--- config.mk ---
export PLATFORM = sky130hd
export DESIGN_NAME = line_rate_search
export DESIGN_NICKNAME = d
export VERILOG_FILES = /design/src/rtl/rs_pkg.sv /design/src/rtl/rs_enable_sel.sv /design/src/rtl/rs_sync_qual.sv /design/src/rtl/rs_dwell_timer.sv /design/src/rtl/line_rate_search.sv
export SDC_FILE = /design/constraint.sdc
export NUM_CORES = 1
export LEC_CHECK = 0
export ABC_CLOCK_PERIOD_IN_PS = 4800
export BUFFER_PORTS_ARGS = -buffer_cell sky130_fd_sc_hd__buf_2
export CAP_MARGIN = 20
export CORE_MARGIN = 2
export CORE_UTILIZATION = 55
export CTS_BUF_LIST = sky130_fd_sc_hd__clkbuf_2
export CTS_CLUSTER_DIAMETER = 50
export CTS_CLUSTER_SIZE = 40
export DETAILED_ROUTE_END_ITERATION = 8
export PLACE_DENSITY_LB_ADDON = 0.1
export SYNTH_ARGS = -nofsm -noshare
export SYNTH_HDL_FRONTEND = slang
export SYNTH_HIERARCHICAL = 1
export SYNTH_SLANG_ARGS = --single-unit
export TNS_END_PERCENT = 100
--- constraint.sdc ---
create_clock -name clk -period 4.8 [get_ports clk]
set_clock_uncertainty 0.05 [all_clocks]
set_input_delay 0.96 -clock clk [delete_from_list [all_inputs] [get_ports clk]]
set_output_delay 0.96 -clock clk [all_outputs]
set_load 0.02 [all_outputs]
--- src/rtl/rs_pkg.sv ---
package rs_pkg;
  localparam int unsigned RS_NUM         = 8;
  localparam int unsigned RS_IDX_W       = 3;
  localparam int unsigned RS_IVL_W       = 21;
  localparam int unsigned RS_DWELL_SHIFT = 10;
  localparam int unsigned RS_CNT_W       = RS_IVL_W + RS_DWELL_SHIFT;

  typedef enum logic [1:0] {ST_IDLE = 2'd0, ST_HUNT = 2'd1, ST_LOCK = 2'd2} rs_state_e;

  typedef struct packed {
    logic [1:0] tx;
    logic [1:0] rx;
    logic [3:0] pll;
  } rate_cfg_t;

  // Settings per candidate index, computed rather than tabulated.
  function automatic rate_cfg_t rate_entry(input logic [RS_IDX_W-1:0] idx);
    rate_cfg_t c;
    c.tx  = idx[2:1];
    c.rx  = idx[2:1];
    c.pll = 4'(idx) + 4'd3;
    return c;
  endfunction

  // Dwell in cycles: interval (zero taken as one) times 2^shift.
  function automatic logic [RS_CNT_W-1:0] dwell_limit(input logic [RS_IVL_W-1:0] ivl);
    logic [RS_IVL_W-1:0] eff;
    eff = (ivl == '0) ? RS_IVL_W'(1) : ivl;
    return RS_CNT_W'(eff) << RS_DWELL_SHIFT;
  endfunction

  function automatic logic [RS_IDX_W-1:0] highest_on(input logic [RS_NUM-1:0] mask);
    logic [RS_IDX_W-1:0] r;
    r = '0;
    for (int i = 0; i < int'(RS_NUM); i++)
      if (mask[i]) r = RS_IDX_W'(i);
    return r;
  endfunction

  // Next enabled index below cur; wraps to the highest enabled one.
  function automatic logic [RS_IDX_W-1:0] next_lower(input logic [RS_NUM-1:0] mask,
                                                     input logic [RS_IDX_W-1:0] cur);
    logic [RS_IDX_W-1:0] r;
    r = highest_on(mask);
    for (int i = 0; i < int'(RS_NUM); i++)
      if (i < int'(cur) && mask[i]) r = RS_IDX_W'(i);
    return r;
  endfunction
endpackage

--- src/rtl/rs_enable_sel.sv ---
module rs_enable_sel (
  input  logic [2:0] mode_sel,
  input  logic       sw_enable,
  input  logic       pin_enable,
  output logic       en_o
);
  always_comb begin
    unique case (mode_sel)
      3'b100:                 en_o = sw_enable;
      3'b101, 3'b110, 3'b111: en_o = pin_enable;
      default:                en_o = 1'b0;
    endcase
  end
endmodule

--- src/rtl/rs_sync_qual.sv ---
module rs_sync_qual (
  input  logic clk,
  input  logic rst_n,
  input  logic sync_ok,
  input  logic cdr_lock,
  output logic qual_o,
  output logic accept_o
);
  logic qual_q;

  assign qual_o   = sync_ok & cdr_lock;
  assign accept_o = qual_o & qual_q;

  always_ff @(posedge clk or negedge rst_n) begin
    if (!rst_n) qual_q <= 1'b0;
    else        qual_q <= qual_o;
  end
endmodule

--- src/rtl/rs_dwell_timer.sv ---
module rs_dwell_timer #(
  parameter int unsigned CNT_W = rs_pkg::RS_CNT_W
) (
  input  logic             clk,
  input  logic             rst_n,
  input  logic             run,
  input  logic             restart,
  input  logic [CNT_W-1:0] limit,
  output logic             expire_o
);
  logic [CNT_W-1:0] count_q;

  assign expire_o = run && (count_q >= limit - CNT_W'(1));

  always_ff @(posedge clk or negedge rst_n) begin
    if (!rst_n)                         count_q <= '0;
    else if (!run || restart || expire_o) count_q <= '0;
    else                                count_q <= count_q + CNT_W'(1);
  end

  AST_TIMER_BELOW_LIMIT: assert property (@(posedge clk) disable iff (!rst_n)
    (run && $stable(limit) && $past(run)) |-> (count_q < limit));
endmodule

--- src/rtl/line_rate_search.sv ---
module line_rate_search
  import rs_pkg::*;
#(
  parameter int unsigned NUM_RATES = rs_pkg::RS_NUM,
  parameter int unsigned IDX_W     = rs_pkg::RS_IDX_W,
  parameter int unsigned IVL_W     = rs_pkg::RS_IVL_W,
  localparam int unsigned CNT_W    = IVL_W + rs_pkg::RS_DWELL_SHIFT
) (
  input  logic                 clk,
  input  logic                 rst_n,
  input  logic [2:0]           mode_sel,
  input  logic                 sw_enable,
  input  logic                 pin_enable,
  input  logic [NUM_RATES-1:0] rate_mask,
  input  logic [IVL_W-1:0]     dwell_ivl,
  input  logic                 sync_ok,
  input  logic                 cdr_lock,
  input  logic                 loss_irq_en,
  output logic [IDX_W-1:0]     rate_idx,
  output logic [1:0]           tx_rate,
  output logic [1:0]           rx_rate,
  output logic [3:0]           pll_mult,
  output logic                 override_active,
  output logic                 locked,
  output logic                 loss_irq
);
  rs_state_e        state_q, state_d;
  logic [IDX_W-1:0] idx_q, idx_d;

  // Named internal events
  logic en_eff;
  logic sync_qual;
  logic sync_accept;
  logic dwell_expire;
  logic cand_change;
  logic hunting;
  rate_cfg_t cfg;

  rs_enable_sel u_en (
    .mode_sel  (mode_sel),
    .sw_enable (sw_enable),
    .pin_enable(pin_enable),
    .en_o      (en_eff)
  );

  rs_sync_qual u_sync (
    .clk     (clk),
    .rst_n   (rst_n),
    .sync_ok (sync_ok),
    .cdr_lock(cdr_lock),
    .qual_o  (sync_qual),
    .accept_o(sync_accept)
  );

  assign hunting = (state_q == ST_HUNT);

  rs_dwell_timer #(.CNT_W(CNT_W)) u_timer (
    .clk     (clk),
    .rst_n   (rst_n),
    .run     (hunting),
    .restart (cand_change),
    .limit   (dwell_limit(dwell_ivl)),
    .expire_o(dwell_expire)
  );

  always_comb begin
    state_d = state_q;
    idx_d   = idx_q;
    if (!en_eff || rate_mask == '0) begin
      state_d = ST_IDLE;
    end else begin
      unique case (state_q)
        ST_IDLE: begin
          state_d = ST_HUNT;
          idx_d   = highest_on(rate_mask);
        end
        ST_HUNT: begin
          if (sync_accept)       state_d = ST_LOCK;
          else if (dwell_expire) idx_d   = next_lower(rate_mask, idx_q);
        end
        ST_LOCK: begin
          if (!sync_qual) state_d = ST_HUNT;  // retry same index
        end
        default: state_d = ST_IDLE;
      endcase
    end
  end

  assign cand_change = (state_d != state_q) || (idx_d != idx_q);

  always_ff @(posedge clk or negedge rst_n) begin
    if (!rst_n) begin
      state_q <= ST_IDLE;
      idx_q   <= '0;
    end else begin
      state_q <= state_d;
      idx_q   <= idx_d;
    end
  end

  assign cfg             = rate_entry(idx_q);
  assign rate_idx        = idx_q;
  assign tx_rate         = cfg.tx;
  assign rx_rate         = cfg.rx;
  assign pll_mult        = cfg.pll;
  assign override_active = (state_q != ST_IDLE);
  assign locked          = (state_q == ST_LOCK);
  assign loss_irq        = loss_irq_en & ~locked;

  AST_LOCK_NEEDS_SYNC: assert property (@(posedge clk) disable iff (!rst_n)
    $rose(locked) |-> $past(sync_ok && cdr_lock));
  AST_IDLE_WHEN_OFF: assert property (@(posedge clk) disable iff (!rst_n)
    !en_eff |=> (!override_active && !locked));
  AST_EMPTY_MASK_IDLE: assert property (@(posedge clk) disable iff (!rst_n)
    (rate_mask == '0) |=> (!override_active && !locked));
  AST_IDX_HELD_LOCKED: assert property (@(posedge clk) disable iff (!rst_n)
    (locked && $past(locked)) |-> $stable(rate_idx));
  AST_RETRY_SAME_IDX: assert property (@(posedge clk) disable iff (!rst_n)
    $fell(locked) |-> $stable(rate_idx));
endmodule

# Word level (Yosys, flattened, before mapping)
# Cells that the tools add are included.
[classes]
bitwise = 4
n_mux = 25
n_eq_ne = 8
order_cmp = 8
n_reduce_logical = 19
addsub = 3
[op_table]
columns = ["operator", "n"]
rows = [
  ["3-bit 2-to-1 mux", 16],
  ["31-bit by 1-bit adder with 31-bit output (second input constant)", 1],
  ["31-bit >= comparator", 1],
  ["31-bit 2-to-1 mux", 1],
  ["31-bit by 1-bit subtractor with 31-bit output (second input constant)", 1],
  ["21-bit logical NOT", 1],
  ["21-bit 2-to-1 mux", 1],
  ["3-bit == test (second input constant)", 4],
  ["3-bit less-than comparator (first input constant)", 3],
  ["1-bit logical AND", 8],
  ["8-bit logical NOT", 1],
  ["1-bit by 3-bit less-than comparator with 1-bit output (first input constant)", 2],
  ["2-bit by 3-bit less-than comparator with 1-bit output (first input constant)", 2],
  ["2-bit 2-to-1 mux", 3],
  ["2-bit case mux with 3 select lines", 1],
  ["3-bit case mux with 2 select lines", 1],
  ["3-bit by 2-bit adder with 4-bit output (second input constant)", 1],
  ["1-bit logical OR", 4],
  ["1-bit AND", 3],
  ["3-bit inequality test", 1],
  ["3-bit OR reduction", 1],
  ["2-bit by 1-bit == test with 1-bit output (second input constant)", 1],
  ["2-bit == test (second input constant)", 1],
  ["1-bit logical NOT", 2],
  ["6 further kinds", 6],
]
[word_totals]
elab_cells = 71
register_bits = 37
output_inout_bits = 14

# Logic depth before layout (Yosys ltp)
# Gate-level depths: netlist of run 1.
[logic_depth]
word_depth = 23
depth_mapped = 25
ltp_nobuf = 22

# By module
# Netlist of run 1, hierarchy kept.
[by_module_without_submodules]
columns = ["module", "cells_each", "instances", "area_each_um2", "seq_area_each_um2"]
rows = [
  ["rs_dwell_timer", 320, 1, 2824.0, 775.7],
  ["line_rate_search", 124, 1, 829.5, 125.1],
  ["rs_sync_qual", 3, 1, 37.5, 25.0],
  ["rs_enable_sel", 3, 1, 18.8, 0.0],
]

# Worst setup path after synthesis of run 1
# Ideal clock, no wire load.
[synth_path]
path_kind = "in2reg"
from = "input dwell_ivl[18]"
to = "register u_timer.count_q[10]"
path_stages = 25
setup_slack_ns = -1.685
required_time_ns = 4.649
path_buffers = 3
t_arrival_ns = 6.334
cell_sequence = "nor4_1 > and3_1 > a31o_2 > or4_4 > nand2b_4 > buf_6 > or4_4 > nor3_2 > xnor2_1 > ha_1 > and4_1 > nand2_1 > or4_1 > a21oi_1 > clkbuf_1 > o21a_1 > nor2b_1 > nand3_1 > a311o_1 > a21boi_1 > a311oi_1 > nand3_1 > nand2b_1 > clkbuf_1 > nor4_1"
[synth_between]
elab_chain_len = 14
[synth_lines]
columns = ["item", "line_no", "text"]
rows = [
  ["start, declared", "line_rate_search.sv:15", "input logic [IVL_W-1:0] dwell_ivl,"],
  ["21-bit logical NOT", "rs_pkg.sv:28", "eff = (ivl == '0) ? RS_IVL_W'(1) : ivl;"],
  ["21-bit 2-to-1 mux *", "rs_pkg.sv:28", ""],
  ["31-bit by 1-bit subtractor with 31-bit output *", "rs_dwell_timer.sv:13", "assign expire_o = run && (count_q >= limit - CNT_W'(1));"],
  ["31-bit >= comparator *", "rs_dwell_timer.sv:13", ""],
  ["1-bit logical AND *", "rs_dwell_timer.sv:13", ""],
  ["via dwell_expire", "line_rate_search.sv:34", "logic dwell_expire;"],
  ["3-bit 2-to-1 mux *", "line_rate_search.sv:79", "else if (dwell_expire) idx_d = next_lower(rate_mask, idx_q);"],
  ["3-bit 2-to-1 mux *", "line_rate_search.sv:78", "if (sync_accept) state_d = ST_LOCK;"],
  ["3-bit case mux with 2 select lines *", "line_rate_search.sv:72", "unique case (state_q)"],
  ["3-bit 2-to-1 mux *", "line_rate_search.sv:69", "if (!en_eff || rate_mask == '0) begin"],
  ["3-bit inequality test *", "line_rate_search.sv:89", "assign cand_change = (state_d != state_q) || (idx_d != idx_q);"],
  ["1-bit logical OR *", "line_rate_search.sv:89", ""],
  ["via cand_change", "line_rate_search.sv:35", "logic cand_change;"],
  ["1-bit logical OR * (2 in a row)", "rs_dwell_timer.sv:17", "else if (!run || restart || expire_o) count_q <= '0;"],
  ["31-bit 2-to-1 mux *", "rs_dwell_timer.sv:17", ""],
  ["end signal, assigned", "rs_dwell_timer.sv:18", "else count_q <= count_q + CNT_W'(1);"],
  ["end, declared", "rs_dwell_timer.sv:11", "logic [CNT_W-1:0] count_q;"],
]
# The timed path passes the listed nets; every way through them passes the cells marked *.

# Worst setup path after layout of run 1
[layout_path]
from = "input dwell_ivl[17]"
to = "register u_timer.count_q[27]"
# The elaborated chain is that of the path after synthesis.

==> results of run 1 <==
layout by cell type (no fill, tap or decap), types with 4 or more instances in the layout:
cell,synthesis,layout
xor2_1,26,26
nand4_1,15,15
nor4_2,2,15
nand2b_4,1,4
xnor2_1,33,33
buf_6,2,12
nor3_1,18,18
nand2b_1,5,4
nor4_1,44,25
or4_4,2,4
and3_1,8,8
dfrtp_1,37,37
conb_1,1,34
nor2_1,26,26
and4_1,4,4
o21ai_0,11,11
clkbuf_2,0,5
nand2_1,25,25
buf_2,4,41
nand3_1,26,24
ha_1,34,34
inv_1,12,12
nor4_4,2,8
a21oi_1,19,18
buf_4,4,44
layer usage:
metal | vias to the layer above | global-route usage
met5 | - | 0
met4 | 0 | 0.0433
met3 | 11 | 0.0395
met2 | 122 | 0.447
met1 | 1797 | 0.372
li1 | 1829 | -
path summary, 6_finish.rpt:
path | start | to | slack [ns] | cells past startpoint
max | dwell_ivl[17] | u_timer/count_q[27]$_DFF_PN0_ | -0.95 | 23
min | u_timer/count_q[0]$_DFF_PN0_ | u_timer/count_q[0]$_DFF_PN0_ | 0.50 | 1
max reg2reg | u_timer/count_q[13]$_DFF_PN0_ | u_timer/count_q[27]$_DFF_PN0_ | 1.05 | 15
min reg2reg | u_timer/count_q[0]$_DFF_PN0_ | u_timer/count_q[0]$_DFF_PN0_ | 0.50 | 1
max in group asynchronous | rst_n | u_timer/count_q[8]$_DFF_PN0_ | 3.61 | 1
min in group asynchronous | rst_n | u_timer/count_q[22]$_DFF_PN0_ | 0.55 | 1
flip-flops by register name (all words and copies together), names as in the netlist:
signal           flops
rate_idx             3
u_timer/count_q     31
state_q              2
u_sync/qual_q        1
worst reg2reg max path, cell delays in order, from the launching register on:
cell and delay [ns]:
dfrtp_1 0.49, ha_1 0.34, nand4_1 0.18, nor4_1 0.35
buf_4 0.19, a221oi_1 0.07, nand3_1 0.14, o21a_1 0.16
nor2b_4 0.15, nand3_2 0.09, a311o_1 0.33, a21boi_4 0.16
a311oi_2 0.24, nand3_2 0.17, nand2b_4 0.26, nor4_2 0.27
area by class of cell:
cell class                 count  area [um2]
multi-input combinational    394        2980
tap                           77        96.3
clock inverter                 3        17.5
sequential                    37         926
fill                         512        1660
timing repair buffer          97         671
clock buffer                   5        25.0
inverter                      14        52.6
power by group through the flow:
stage / Sequential [W] / Clock, W / Combinational [W]
floorplan: 0.000334 / 0 / 0.000143
global placement: 0.000339 / 0 / 0.000201
detailed placement: 0.000339 / 0 / 0.000205
CTS: 0.000334 / 0.000151 / 0.000221
global route: 0.000336 / 0.000166 / 0.000259
finish: 0.000334 / 0.000150 / 0.000237
cells by family (layout without fill, tap and decap cells):
kind of cell    count (synthesis)  count (layout)  synth area share
other cells                     1              34           0.00101
compound gates                 61              61             0.108
mux                             2               2           0.00540
buf+inv                        54             119            0.0641
xor+xnor                       59              59             0.139
flops                          37              37             0.250
simple gates                  201             203             0.316
fa+ha+maj                      35              35             0.117
stage by stage:
step / utilization / hold slack, ns / total power [W]
after floorplan: - / 0.429 / 0.000477
final: 0.742 / 0.504 / 0.000721
after global placement: 0.676 / 0.493 / 0.000540
after detailed placement: 0.676 / 0.481 / 0.000544
after CTS: 0.709 / 0.503 / 0.000706
after global routing: 0.742 / 0.545 / 0.000762
what timing repair did:
item                       4_1_cts  5_1_grt
gates cloned                     2        0
gates resized for setup         24       30
setup endpoints to repair       34       34
pin swaps                        2        3
setup buffers                    2        2
==> impl_results.html, run 1 <==
<table>
<tr><th>Metric</th><th>Value</th></tr>
<tr><th colspan="2">Detailed routing</th></tr>
<tr><td>Top metal layer carrying routed signals</td><td>met4</td></tr>
<tr><td>Wirelength per Cell</td><td>about 16 um</td></tr>
<tr><td>DR pass1 iterations</td><td>5</td></tr>
<tr><td>Total number of vias</td><td>approximately 3,800</td></tr>
<tr><td>Number of DRC violations after detailed-routing iteration 0</td><td>between 200 and 300</td></tr>
<tr><td>Drt total wl</td><td>just under 10 mm</td></tr>
<tr><td>Drt drc</td><td>0</td></tr>
<tr><td>Routed wire length on met2</td><td>between 4 and 5 mm</td></tr>
<tr><td>Detailed-routed wire length on met3</td><td>slightly below 600 um</td></tr>
<tr><td>Ratio of routed vias to standard cells</td><td>roughly 6</td></tr>
<tr><td>Wire length the detailed router placed on met1</td><td>approximately 4.3 mm</td></tr>
<tr><td>Post-detailed-route count of antenna-violating nets</td><td>0</td></tr>
<tr><th colspan="2">Power and ir drop</th></tr>
<tr><td>Sw frac</td><td>0.373</td></tr>
<tr><td>Power share of the sequential group</td><td>0.464</td></tr>
<tr><td>Power density over cell area</td><td>151 nW/um2</td></tr>
<tr><td>Internal power component</td><td>between 0.0004 and 0.0005 W</td></tr>
<tr><td>Leakage power figure</td><td>between 2 and 2.5 nW</td></tr>
<tr><td>Clk pwr share</td><td>0.208</td></tr>
<tr><td>Part of the total power dissipated in combinational logic</td><td>0.328</td></tr>
<tr><td>Net switching power</td><td>0.000269 W</td></tr>
<tr><td>Peak supply drop</td><td>approximately 0.00013 V</td></tr>
<tr><th colspan="2">Global route</th></tr>
<tr><td>Global Route Usage Sum</td><td>0.267</td></tr>
<tr><td>Via count of the first global-routing pass</td><td>~3,400</td></tr>
<tr><td>Total congestion overflow after global routing</td><td>0</td></tr>
<tr><td>Number of antenna violations at the first check in global routing</td><td>0</td></tr>
<tr><td>Wire length of the first global-routing pass</td><td>around 16 mm</td></tr>
<tr><td>Largest net degree at the start of global routing</td><td>38</td></tr>
<tr><th colspan="2">Clocking</th></tr>
<tr><td>Maximum number of buffers from clock root to sink</td><td>2</td></tr>
<tr><td>Cell at the root of the clock tree</td><td>clkbuf_2</td></tr>
<tr><td>CTS buffer count</td><td>5</td></tr>
<tr><td>Depth of the CTS H-tree</td><td>2</td></tr>
<tr><td>Clock sink count</td><td>37</td></tr>
<tr><td>Register clock-pin slew on the reported worst setup and hold paths</td><td>approximately 0.19 ns</td></tr>
<tr><td>Clk_lat worst skew</td><td>between 0.4 and 0.5 ns</td></tr>
<tr><td>Post-CTS Hold Buffers</td><td>0</td></tr>
<tr><td>Clock tree from TritonCTS</td><td>yes</td></tr>
<tr><th colspan="2">Synth</th></tr>
<tr><td>Flop and latch count out of synthesis</td><td>37</td></tr>
<tr><td>Post-synthesis async set-or-reset flop share</td><td>1.00</td></tr>
<tr><td>Synth top area share</td><td>0.250</td></tr>
<tr><td>Cell type contributing the most total cell area after synthesis</td><td>dfrtp_1</td></tr>
<tr><td>Most area-consuming cells after synthesis</td><td>dfrtp_1, ha_1, xnor2_1</td></tr>
<tr><td>Post-Synthesis Cell Area</td><td>3710 um2</td></tr>
<tr><td>Number of flops mapped to enable cells by yosys</td><td>0</td></tr>
<tr><td>Share of synthesized area occupied by flip-flops and latches</td><td>0.250</td></tr>
<tr><td>Avg Synthesized Cell Area</td><td>~8 um2</td></tr>
<tr><td>Most common cell in the netlist</td><td>nor4_1</td></tr>
<tr><td>Instance count of the mapped netlist</td><td>between 400 and 500</td></tr>
<tr><td>Number of distinct standard cells referenced by the synthesized netlist</td><td>58</td></tr>
<tr><td>Predominant post-synthesis flop cell</td><td>dfrtp_1</td></tr>
<tr><td>Count of synthesis-stage warnings from yosys</td><td>6</td></tr>
<tr><td>Most frequent cells after synthesis</td><td>nor4_1, dfrtp_1, ha_1</td></tr>
<tr><th colspan="2">Cells and area</th></tr>
<tr><td>Number of diodes added for antenna fixing</td><td>0</td></tr>
<tr><td>Number of nets at the end of the flow</td><td>about 620</td></tr>
<tr><td>Fraction of final layout cells sized beyond drive strength 1</td><td>0.280</td></tr>
<tr><td>Layout overhead on the synthesized area</td><td>28.4%</td></tr>
<tr><td>Layout Cells excl Fill</td><td>around 630</td></tr>
<tr><td>Final Instance Area</td><td>approximately 4800 um2</td></tr>
<tr><th colspan="2">Floorplan</th></tr>
<tr><td>Chip width</td><td>86.1 um</td></tr>
<tr><td>Die Span Y</td><td>~86 um</td></tr>
<tr><td>Core Box Area</td><td>between 6000 and 7000 um2</td></tr>
<tr><td>Std cell rows</td><td>29</td></tr>
<tr><td>Initial core utilization</td><td>0.578</td></tr>
<tr><td>Die Outline Area</td><td>7420 um2</td></tr>
<tr><td># IOs</td><td>53</td></tr>
<tr><th colspan="2">Timing</th></tr>
<tr><td>Relative slew slack</td><td>0.378</td></tr>
<tr><td>Transition time of the tightest slew-check pin</td><td>between 0.9 and 1 ns</td></tr>
<tr><td>FMAX</td><td>174 MHz</td></tr>
<tr><td>Total Negative Setup Slacks</td><td>-29.01 ns</td></tr>
<tr><td>Fin. Hold Viols</td><td>0</td></tr>
<tr><td>Setup violations, final</td><td>34</td></tr>
<tr><td>Number of slew-limit violations in the final report</td><td>0</td></tr>
<tr><td>Final worst path period need</td><td>5.75 ns</td></tr>
<tr><td>Setup repair after global routing missed its margin</td><td>yes</td></tr>
<tr><td>Final worst setup slack</td><td>-0.950 ns</td></tr>
<tr><td>Final period util</td><td>1.20</td></tr>
<tr><th colspan="2">Placed design</th></tr>
<tr><td>Port Buffer Count</td><td>52</td></tr>
<tr><td>Minimum setup slack after placement</td><td>-1.49 ns</td></tr>
<tr><td>Post-DP Area</td><td>4340 um2</td></tr>
<tr><td>Placer's final routability congestion estimate</td><td>~0.85</td></tr>
<tr><td>Placed cell count</td><td>between 600 and 700</td></tr>
<tr><td>HPWL reported at the end of detailed placement</td><td>around 7 mm</td></tr>
<tr><th colspan="2">Worst setup path</th></tr>
<tr><td>Critical-path cell list</td><td>buf_6 &gt; nor4_2 &gt; and3_1 &gt; a31o_4 &gt; or4_4 &gt; nand2b_4 &gt; or4_4 &gt; nor3_4 &gt; xnor2_1 &gt; ha_1 &gt; and4_1 &gt; nand2_1 &gt; or4_4 &gt; a21oi_4 &gt; o21a_1 &gt; nor2b_4 &gt; nand3_2 &gt; a311o_1 &gt; a21boi_4 &gt; a311oi_2 &gt; nand3_2 &gt; nand2b_4 &gt; nor4_2</td></tr>
<tr><td>Worst Setup Start Kind</td><td>input pin</td></tr>
<tr><td>Max Fanout on Critical Path</td><td>8</td></tr>
<tr><td>CP Capture Type</td><td>flop</td></tr>
<tr><td>Data required time at the worst endpoint</td><td>5.07 ns</td></tr>
<tr><td>Crit path kind</td><td>input pin to flop</td></tr>
<tr><td>Cell type of the slowest stage on the worst timing path</td><td>or4_4</td></tr>
<tr><td>Dominant delay contributor by cell family on the critical path</td><td>simple AND/OR/NAND/NOR gates</td></tr>
<tr><td>Critical path's most frequent cell</td><td>or4_4</td></tr>
<tr><td>WP data arrival</td><td>about 6.0 ns</td></tr>
<tr><td>Biggest cell delay along the critical path</td><td>around 0.56 ns</td></tr>
<tr><td>Sum of buffers and inverters on the critical path</td><td>1</td></tr>
<tr><th colspan="2">Worst hold path</th></tr>
<tr><td>Path category of the worst min-delay check</td><td>flop to flop</td></tr>
<tr><th colspan="2">Outcome</th></tr>
<tr><td>Failing checks</td><td>negative setup slack</td></tr>
<tr><td>Outcome</td><td>finished with violations</td></tr>
<tr><th colspan="2">Job</th></tr>
<tr><td>Count of maximum capacitance violations</td><td>0</td></tr>
</table>
(Power assumes the default switching activity.)
==> inputs of run 2 (changes only) <==
- CORE_ASPECT_RATIO: default -> 0.6
==> run 2 against run 1 <==
The flow still finishes with violations (negative setup slack). Global-route usage increased by 1.8 points. Wire length rose by 5.0%. First-iteration DRC count increased by 21%. Maximum frequency increased by 0.77%. Non-clock buffer count grew 15. Sequential power barely moved. Clock power up 72%. Largest power group unchanged. Register-to-register slack worse by 0.17 ns. Via count is essentially flat. Combinational power barely moved.
==> impl_results.html, run 2 (synthesized netlist as in run 1, its figures left out) <==
<table>
<tr><th>Metric</th><th>Value</th></tr>
<tr><th colspan="2">Outcome</th></tr>
<tr><td>Outcome</td><td>finished with violations</td></tr>
<tr><td>Failing checks</td><td>negative setup slack</td></tr>
<tr><th colspan="2">Worst setup path</th></tr>
<tr><td>Number of cells on the worst reg-to-reg path</td><td>18 (+3)</td></tr>
<tr><td>WP data arrival</td><td>5.96 ns (-0.06 ns)</td></tr>
<tr><td>Max Fanout on Critical Path</td><td>17 (+9)</td></tr>
<tr><td>Crit path kind</td><td>input pin to flop</td></tr>
<tr><td>Reg2reg setup slack</td><td>0.88 ns (-0.17 ns)</td></tr>
<tr><td>CP Capture Type</td><td>flop</td></tr>
<tr><td>R2R Path End</td><td>u_timer/count_q[28]$_DFF_PN0_</td></tr>
<tr><td>Worst Setup Start Kind</td><td>input pin</td></tr>
<tr><td>Worst setup path start</td><td>dwell_ivl[17]</td></tr>
<tr><td>Data required time at the worst endpoint</td><td>5.05 ns (-0.02 ns)</td></tr>
<tr><td>Worst reg2reg startpoint</td><td>u_timer/count_q[6]$_DFF_PN0_</td></tr>
<tr><th colspan="2">Placed design</th></tr>
<tr><td>HPWL reported at the end of detailed placement</td><td>7.65 mm (+11%)</td></tr>
<tr><td>Placer's final routability congestion estimate</td><td>1.01 (+19%)</td></tr>
<tr><td>Placed cell count</td><td>627 (+2.1%)</td></tr>
<tr><td>Minimum setup slack after placement</td><td>-1.45 ns (+0.0410 ns)</td></tr>
<tr><td>Port Buffer Count</td><td>52 (unchanged)</td></tr>
<tr><th colspan="2">Global route</th></tr>
<tr><td>Met2 Track Usage GR</td><td>0.416 (-0.0319)</td></tr>
<tr><td>Largest net degree at the start of global routing</td><td>38 (unchanged)</td></tr>
<tr><td>Via count of the first global-routing pass</td><td>3,286 (-4.4%)</td></tr>
<tr><td>Number of antenna violations at the first check in global routing</td><td>0 (unchanged)</td></tr>
<tr><td>Total congestion overflow after global routing</td><td>0 (unchanged)</td></tr>
<tr><td>Met1 routing resource usage after global routing</td><td>0.430 (+0.0584)</td></tr>
<tr><td>Global Route Usage Sum</td><td>0.285 (+0.0179)</td></tr>
<tr><td>Most utilized layer in the global route result</td><td>met1</td></tr>
<tr><td>Wire length of the first global-routing pass</td><td>16.3 mm (+1.5%)</td></tr>
<tr><td>GR Layer Usage met3</td><td>0.0618 (+0.0223)</td></tr>
<tr><th colspan="2">Cells and area</th></tr>
<tr><td>Commonest non-fill, non-tap cell in the layout</td><td>buf_4</td></tr>
<tr><td>Register bank with the most flops</td><td>u_timer/count_q</td></tr>
<tr><td>Final core utilization</td><td>0.739 (-0.00293)</td></tr>
<tr><td>Number of diodes added for antenna fixing</td><td>0 (unchanged)</td></tr>
<tr><td>Layout overhead on the synthesized area</td><td>31.3%</td></tr>
<tr><td>Fraction of final layout cells sized beyond drive strength 1</td><td>0.286 (+0.00597)</td></tr>
<tr><td>Layout Cells excl Fill</td><td>650 (+3.7%)</td></tr>
<tr><td>Max FFs per register</td><td>31 (unchanged)</td></tr>
<tr><td>Most frequent cells in the layout</td><td>buf_4, buf_2, dfrtp_1</td></tr>
<tr><td>Number of nets at the end of the flow</td><td>635 (+2.1%)</td></tr>
<tr><th colspan="2">Worst hold path</th></tr>
<tr><td>Path category of the worst min-delay check</td><td>flop to flop</td></tr>
<tr><td>Worst Hold Depth</td><td>1 (unchanged)</td></tr>
<tr><td>Worst min-delay path endpoint</td><td>u_timer/count_q[0]$_DFF_PN0_</td></tr>
<tr><td>Launch instance of the worst min-delay path</td><td>u_timer/count_q[0]$_DFF_PN0_</td></tr>
<tr><th colspan="2">Clocking</th></tr>
<tr><td>Clock tree from TritonCTS</td><td>yes</td></tr>
<tr><td>CTS buffer count</td><td>5 (unchanged)</td></tr>
<tr><td>Depth of the CTS H-tree</td><td>2 (unchanged)</td></tr>
<tr><td>Maximum number of buffers from clock root to sink</td><td>2 (unchanged)</td></tr>
<tr><td>Cell at the root of the clock tree</td><td>clkbuf_2</td></tr>
<tr><td>Clock sink count</td><td>37 (unchanged)</td></tr>
<tr><td>Register clock-pin slew on the reported worst setup and hold paths</td><td>0.22 ns (+0.03 ns)</td></tr>
<tr><td>Clk_lat worst skew</td><td>0.39 ns (-0.03 ns)</td></tr>
<tr><td>Post-CTS Hold Buffers</td><td>0 (unchanged)</td></tr>
<tr><th colspan="2">Timing</th></tr>
<tr><td>Total Negative Setup Slacks</td><td>-26.76 ns (+2.25 ns)</td></tr>
<tr><td>Hold WS</td><td>0.517 ns (+0.0128 ns)</td></tr>
<tr><td>Relative slew slack</td><td>0.353 (-0.0244)</td></tr>
<tr><td>Setup repair after global routing missed its margin</td><td>yes</td></tr>
<tr><td>FMAX</td><td>175 MHz (+0.77%)</td></tr>
<tr><td>Transition time of the tightest slew-check pin</td><td>0.963 ns (+0.0364 ns)</td></tr>
<tr><td>Setup violations, final</td><td>34 (unchanged)</td></tr>
<tr><td>Number of slew-limit violations in the final report</td><td>0 (unchanged)</td></tr>
<tr><td>Final period util</td><td>1.19 (-0.00913)</td></tr>
<tr><td>Final worst path period need</td><td>5.71 ns (-0.0438 ns)</td></tr>
<tr><td>Final worst setup slack</td><td>-0.906 ns (+0.0438 ns)</td></tr>
<tr><td>Fin. Hold Viols</td><td>0 (unchanged)</td></tr>
<tr><th colspan="2">Floorplan</th></tr>
<tr><td>Std cell rows</td><td>23 (-21%)</td></tr>
<tr><td>Die Span Y</td><td>67.6 um (-21%)</td></tr>
<tr><td>Chip width</td><td>110 um (+28%)</td></tr>
<tr><td>Die Outline Area</td><td>7440 um2 (+0.28%)</td></tr>
<tr><td>Initial core utilization</td><td>0.563 (-0.0147)</td></tr>
<tr><td># IOs</td><td>53 (unchanged)</td></tr>
<tr><td>Core Box Area</td><td>6590 um2 (+2.6%)</td></tr>
<tr><th colspan="2">Detailed routing</th></tr>
<tr><td>Drt total wl</td><td>10.2 mm (+5.0%)</td></tr>
<tr><td>DR pass1 iterations</td><td>4 (-1)</td></tr>
<tr><td>Wirelength per Cell</td><td>15.8 um (+1.3%)</td></tr>
<tr><td>Post-detailed-route count of antenna-violating nets</td><td>0 (unchanged)</td></tr>
<tr><td>Number of DRC violations after detailed-routing iteration 0</td><td>361 (+21%)</td></tr>
<tr><td>Drt drc</td><td>0 (unchanged)</td></tr>
<tr><td>Ratio of routed vias to standard cells</td><td>5.78 (-3.5%)</td></tr>
<tr><td>Total number of vias</td><td>3,760 (+0.027%)</td></tr>
<tr><th colspan="2">Power and ir drop</th></tr>
<tr><td>Power density over cell area</td><td>170 nW/um2 (+13%)</td></tr>
<tr><td>Peak supply drop</td><td>0.000201 V (+49%)</td></tr>
<tr><td>Leakage power figure</td><td>2.12 nW (+4.5%)</td></tr>
<tr><th colspan="2">Job</th></tr>
<tr><td>Count of maximum capacitance violations</td><td>0 (unchanged)</td></tr>
</table>
-- run 2: changes by cell type in the layout (fill, tap and decap cells not counted), sizes merged --
cell and change:
buf +15, bufinv +2, clkinv -2, nand2b -2, clkinvlp -1, inv +1
-- run 2: how the worst max path moves through the flow --
stage                                               end  slack (ns)  cells after the start
final                     u_timer/count_q[27]$_DFF_PN0_       -0.91                     24
after CTS                 u_timer/count_q[26]$_DFF_PN0_       -0.95                     24
after global placement    u_timer/count_q[28]$_DFF_PN0_       -1.35                     23
after detailed placement  u_timer/count_q[26]$_DFF_PN0_       -1.45                     24
after global routing      u_timer/count_q[27]$_DFF_PN0_       -1.11                     25
after floorplan           u_timer/count_q[23]$_DFF_PN0_       -1.08                     22
-- run 2: power breakdown --
part / switching [W] / leakage (nW) / internal (W)
combinational: 0.000134 / 1.57 / 0.000104
sequential: 0.0000170 / 0.504 / 0.000318
clock: 0.000115 / 0.0536 / 0.000142
-- run 2: routing by layer --
metal	share of wire	wire [um]	up-vias
met5	0	0	-
met4	0.012	119	0
met3	0.088	904	16
met2	0.42	4260	180
met1	0.48	4960	1706
li1	-	-	1858
-- run 2: per-stage QoR --
| step | total power [W] | area [um2] |
|---|---|---|
| floorplan | 0.000477 | 3900 |
| global placement | 0.000552 | 4400 |
| detailed placement | 0.000554 | 4400 |
| CTS | 0.000819 | 4750 |
| global route | 0.000873 | 4870 |
| finish | 0.000830 | 4870 |
-- run 2: critical path: stages --
cell      delay (ns)
buf_8           0.08
nor4_4          0.04
and3_1          0.18
a31o_4          0.21
or4_4           0.51
nand2b_4        0.17
or4_4           0.54
nor3_4          0.16
xnor2_2         0.09
ha_1            0.31
and4_1          0.21
nand2_1         0.06
or4_4           0.47
a21oi_2         0.13
o21a_1          0.15
nor2b_4         0.16
nand3_2         0.09
a311o_1         0.32
a21boi_2        0.18
a311oi_1        0.22
nand3_1         0.10
nand2b_4        0.21
buf_12          0.19
nor4_2          0.21
-- run 2: layout make-up --
cell class	count	area (um2)
inverters	14	52.6
fillers	493	1720
well taps	87	109
flip-flops and latches	37	926
repair buffers	112	807
clock buffers	5	25.0
clock inverters	3	68.8
multi-input cells	392	2880
-- run 2: what timing repair did --
action	in CTS	in global routing
resized for setup	26	17
pin swaps	4	4
buffers inserted	14	2
setup endpoints to repair	34	34
hold endpoints to repair	0	0
==> inputs of run 3 (changes only) <==
- CORE_UTILIZATION: 55 -> 45
==> run 3 against run 2 <==
Hold slack better by 0.0021 ns. The run still ends with negative setup slack left. Register-to-register slack better by 0.20 ns. First-iteration DRC count up 9.4%. Clock power is 24% lower. Largest power group unchanged. Critical endpoint is now u_timer/count_q[0]$_DFF_PN0_. Utilization decreased by 12 points. Via count shrank 1.7%. Final area increased by 1.7%.
==> impl_results.html, run 3 (synthesized netlist as in run 1, its figures left out) <==
<table>
<tr><th>Metric</th><th>Value</th></tr>
<tr><th colspan="2">Floorplan</th></tr>
<tr><td>Die Span Y</td><td>74.3 um (+9.9%)</td></tr>
<tr><td>Die Outline Area</td><td>9010 um2 (+21%)</td></tr>
<tr><td>Std cell rows</td><td>25 (+8.7%)</td></tr>
<tr><td>Initial core utilization</td><td>0.467 (-0.0960)</td></tr>
<tr><td>Chip width</td><td>121 um (+10%)</td></tr>
<tr><td># IOs</td><td>53 (unchanged)</td></tr>
<tr><td>Core Box Area</td><td>7950 um2 (+21%)</td></tr>
<tr><th colspan="2">Clocking</th></tr>
<tr><td>Cell at the root of the clock tree</td><td>clkbuf_2</td></tr>
<tr><td>Register clock-pin slew on the reported worst setup and hold paths</td><td>0.20 ns (-0.02 ns)</td></tr>
<tr><td>Maximum number of buffers from clock root to sink</td><td>2 (unchanged)</td></tr>
<tr><td>Clk_lat worst skew</td><td>0.39 ns (about the same)</td></tr>
<tr><td>CTS buffer count</td><td>5 (unchanged)</td></tr>
<tr><td>Clock tree from TritonCTS</td><td>yes</td></tr>
<tr><td>Clock sink count</td><td>37 (unchanged)</td></tr>
<tr><td>Depth of the CTS H-tree</td><td>2 (unchanged)</td></tr>
<tr><td>Post-CTS Hold Buffers</td><td>0 (unchanged)</td></tr>
<tr><th colspan="2">Detailed routing</th></tr>
<tr><td>Total number of vias</td><td>3,696 (-1.7%)</td></tr>
<tr><td>Post-detailed-route count of antenna-violating nets</td><td>0 (unchanged)</td></tr>
<tr><td>Wirelength per Cell</td><td>15.7 um (-0.28%)</td></tr>
<tr><td>Ratio of routed vias to standard cells</td><td>5.59 (-3.3%)</td></tr>
<tr><td>DR pass1 iterations</td><td>5 (+1)</td></tr>
<tr><td>Drt total wl</td><td>10.4 mm (+1.4%)</td></tr>
<tr><td>Number of DRC violations after detailed-routing iteration 0</td><td>395 (+9.4%)</td></tr>
<tr><td>Drt drc</td><td>0 (unchanged)</td></tr>
<tr><th colspan="2">Placed design</th></tr>
<tr><td>Minimum setup slack after placement</td><td>-1.62 ns (-0.171 ns)</td></tr>
<tr><td>Post-DP Area</td><td>4400 um2 (-0.14%)</td></tr>
<tr><td>Port Buffer Count</td><td>52 (unchanged)</td></tr>
<tr><td>Placer's final routability congestion estimate</td><td>0.924 (-8.7%)</td></tr>
<tr><td>HPWL reported at the end of detailed placement</td><td>7.55 mm (-1.3%)</td></tr>
<tr><td>Placed cell count</td><td>647 (+3.2%)</td></tr>
<tr><th colspan="2">Worst setup path</th></tr>
<tr><td>Worst Setup Start Kind</td><td>input pin</td></tr>
<tr><td>Reg2reg setup slack</td><td>1.08 ns (+0.20 ns)</td></tr>
<tr><td>Data required time at the worst endpoint</td><td>5.07 ns (+0.02 ns)</td></tr>
<tr><td>Worst reg2reg startpoint</td><td>u_timer/count_q[28]$_DFF_PN0_</td></tr>
<tr><td>Max Fanout on Critical Path</td><td>8 (-9)</td></tr>
<tr><td>Worst setup path start</td><td>dwell_ivl[17]</td></tr>
<tr><td>WP data arrival</td><td>6.01 ns (+0.05 ns)</td></tr>
<tr><td>Crit path kind</td><td>input pin to flop</td></tr>
<tr><td>CP Capture Type</td><td>flop</td></tr>
<tr><th colspan="2">Timing</th></tr>
<tr><td>Final worst setup slack</td><td>-0.940 ns (-0.0342 ns)</td></tr>
<tr><td>Total Negative Setup Slacks</td><td>-28.97 ns (-2.20 ns)</td></tr>
<tr><td>Transition time of the tightest slew-check pin</td><td>0.871 ns (-0.0911 ns)</td></tr>
<tr><td>FMAX</td><td>174 MHz (-0.60%)</td></tr>
<tr><td>Setup violations, final</td><td>34 (unchanged)</td></tr>
<tr><td>Fin. Hold Viols</td><td>0 (unchanged)</td></tr>
<tr><td>Final period util</td><td>1.20 (+0.00712)</td></tr>
<tr><td>Final worst path period need</td><td>5.74 ns (+0.0342 ns)</td></tr>
<tr><td>Relative slew slack</td><td>0.415 (+0.0612)</td></tr>
<tr><td>Number of slew-limit violations in the final report</td><td>0 (unchanged)</td></tr>
<tr><td>Setup repair after global routing missed its margin</td><td>yes</td></tr>
<tr><th colspan="2">Power and ir drop</th></tr>
<tr><td>Power density over cell area</td><td>157 nW/um2 (-7.9%)</td></tr>
<tr><td>Peak supply drop</td><td>0.000105 V (-48%)</td></tr>
<tr><td>Overall power</td><td>0.000777 W (-6.3%)</td></tr>
<tr><td>Power share of the sequential group</td><td>0.430 (+0.026)</td></tr>
<tr><td>Clk pwr share</td><td>0.253 (-0.057)</td></tr>
<tr><td>Internal power component</td><td>0.000512 W (-9.2%)</td></tr>
<tr><td>Sw frac</td><td>0.341 (+0.0205)</td></tr>
<tr><td>Leakage power figure</td><td>2.08 nW (-2.1%)</td></tr>
<tr><td>Net switching power</td><td>0.000265 W (-0.37%)</td></tr>
<tr><td>Part of the total power dissipated in combinational logic</td><td>0.317 (+0.031)</td></tr>
<tr><th colspan="2">Outcome</th></tr>
<tr><td>Failing checks</td><td>negative setup slack</td></tr>
<tr><td>Outcome</td><td>finished with violations</td></tr>
<tr><th colspan="2">Cells and area</th></tr>
<tr><td>Most frequent cells in the layout</td><td>buf_4, buf_2, dfrtp_1</td></tr>
<tr><td>Register bank with the most flops</td><td>u_timer/count_q</td></tr>
<tr><td>Layout Cells excl Fill</td><td>661 (+1.7%)</td></tr>
<tr><td>Number of nets at the end of the flow</td><td>625 (-1.6%)</td></tr>
<tr><td>Fraction of final layout cells sized beyond drive strength 1</td><td>0.291 (+0.00517)</td></tr>
<tr><td>Layout overhead on the synthesized area</td><td>33.5%</td></tr>
<tr><td>Max FFs per register</td><td>31 (unchanged)</td></tr>
<tr><td>Final Instance Area</td><td>4950 um2 (+1.7%)</td></tr>
<tr><td>Commonest non-fill, non-tap cell in the layout</td><td>buf_4</td></tr>
<tr><td>Layout filler cell count</td><td>729 (+48%)</td></tr>
<tr><td>Number of diodes added for antenna fixing</td><td>0 (unchanged)</td></tr>
<tr><th colspan="2">Worst hold path</th></tr>
<tr><td>Launch instance of the worst min-delay path</td><td>u_timer/count_q[0]$_DFF_PN0_</td></tr>
<tr><td>Path category of the worst min-delay check</td><td>flop to flop</td></tr>
<tr><th colspan="2">Global route</th></tr>
<tr><td>Number of antenna violations at the first check in global routing</td><td>0 (unchanged)</td></tr>
<tr><td>Largest net degree at the start of global routing</td><td>38 (unchanged)</td></tr>
<tr><td>Total congestion overflow after global routing</td><td>0 (unchanged)</td></tr>
<tr><td>Global Route Usage Sum</td><td>0.235 (-0.0504)</td></tr>
<tr><td>Wire length of the first global-routing pass</td><td>16.8 mm (+3.0%)</td></tr>
<tr><td>Via count of the first global-routing pass</td><td>3,367 (+2.5%)</td></tr>
<tr><th colspan="2">Job</th></tr>
<tr><td>Count of maximum capacitance violations</td><td>0 (unchanged)</td></tr>
</table>
-- run 3: worst max-delay path, stage by stage --
cell	delay [ns]
buf_8	0.07
nor4_4	0.04
and3_4	0.17
a31o_4	0.21
or4_4	0.51
nand2b_4	0.16
or4_4	0.56
nor4_4	0.17
xnor2_1	0.10
ha_1	0.29
and4_1	0.20
nand2_1	0.07
or4_4	0.51
a21oi_4	0.15
o21a_1	0.15
nor2b_4	0.17
nand3_4	0.10
buf_12	0.18
a311oi_2	0.26
a311oi_2	0.10
mux2i_1	0.22
nand3_2	0.15
nand2b_4	0.27
nor4_2	0.22
-- run 3: per-layer routing --
metal	GRT usage	routed length [um]	share of wire	up-vias
li1	-	-	-	1829
met1	0.364	5370	0.52	1733
met2	0.348	4420	0.43	129
met3	0.0276	539	0.052	5
met4	0.0536	59	0.0057	0
met5	0	0	0	-
-- run 3: repair_timing --
action | CTS | global route
endpoints found under the setup margin | 34 | 34
gates resized for setup | 33 | 35
cloned | 2 | 1
buffers inserted | 5 | 0
pin swaps | 9 | 7
endpoints found under the hold margin | 0 | 0
-- run 3: final timing paths --
path | endpoint | cells after the start
worst max-delay path | u_timer/count_q[0]$_DFF_PN0_ | 24
worst min-delay path | u_timer/count_q[0]$_DFF_PN0_ | 1
worst max register to register | u_timer/count_q[0]$_DFF_PN0_ | 15
worst min register to register | u_timer/count_q[0]$_DFF_PN0_ | 1
max in group asynchronous | u_timer/count_q[19]$_DFF_PN0_ | 1
min in group asynchronous | u_timer/count_q[29]$_DFF_PN0_ | 1
-- run 3: stage by stage --
| stage | utilization | hold slack, ns |
|---|---|---|
| after global placement | 0.554 | 0.483 |
| after floorplan | - | 0.429 |
| after global routing | 0.623 | 0.570 |
| final | 0.623 | 0.519 |
| after detailed placement | 0.554 | 0.499 |
| after CTS | 0.594 | 0.515 |
-- run 3: power groups by stage --
stage	Clock, W	Combinational (W)	Sequential (W)
after floorplan	0	0.000143	0.000334
after global placement	0	0.000205	0.000339
after detailed placement	0	0.000209	0.000339
after CTS	0.000201	0.000230	0.000334
after global routing	0.000214	0.000267	0.000337
final	0.000197	0.000246	0.000334
-- run 3: final cells by class --
| type | instances | area [um2] | share of cell area |
|---|---|---|---|
| multi-input combinational | 395 | 3070 | 0.620 |
| sequential | 37 | 926 | 0.187 |
| timing repair buffer | 99 | 703 | 0.142 |
| tap | 108 | 135 | 0.0273 |
| inverter | 14 | 52.6 | 0.0106 |
| clock inverter | 2 | 33.8 | 0.00682 |
| clock buffer | 6 | 30.0 | 0.00606 |
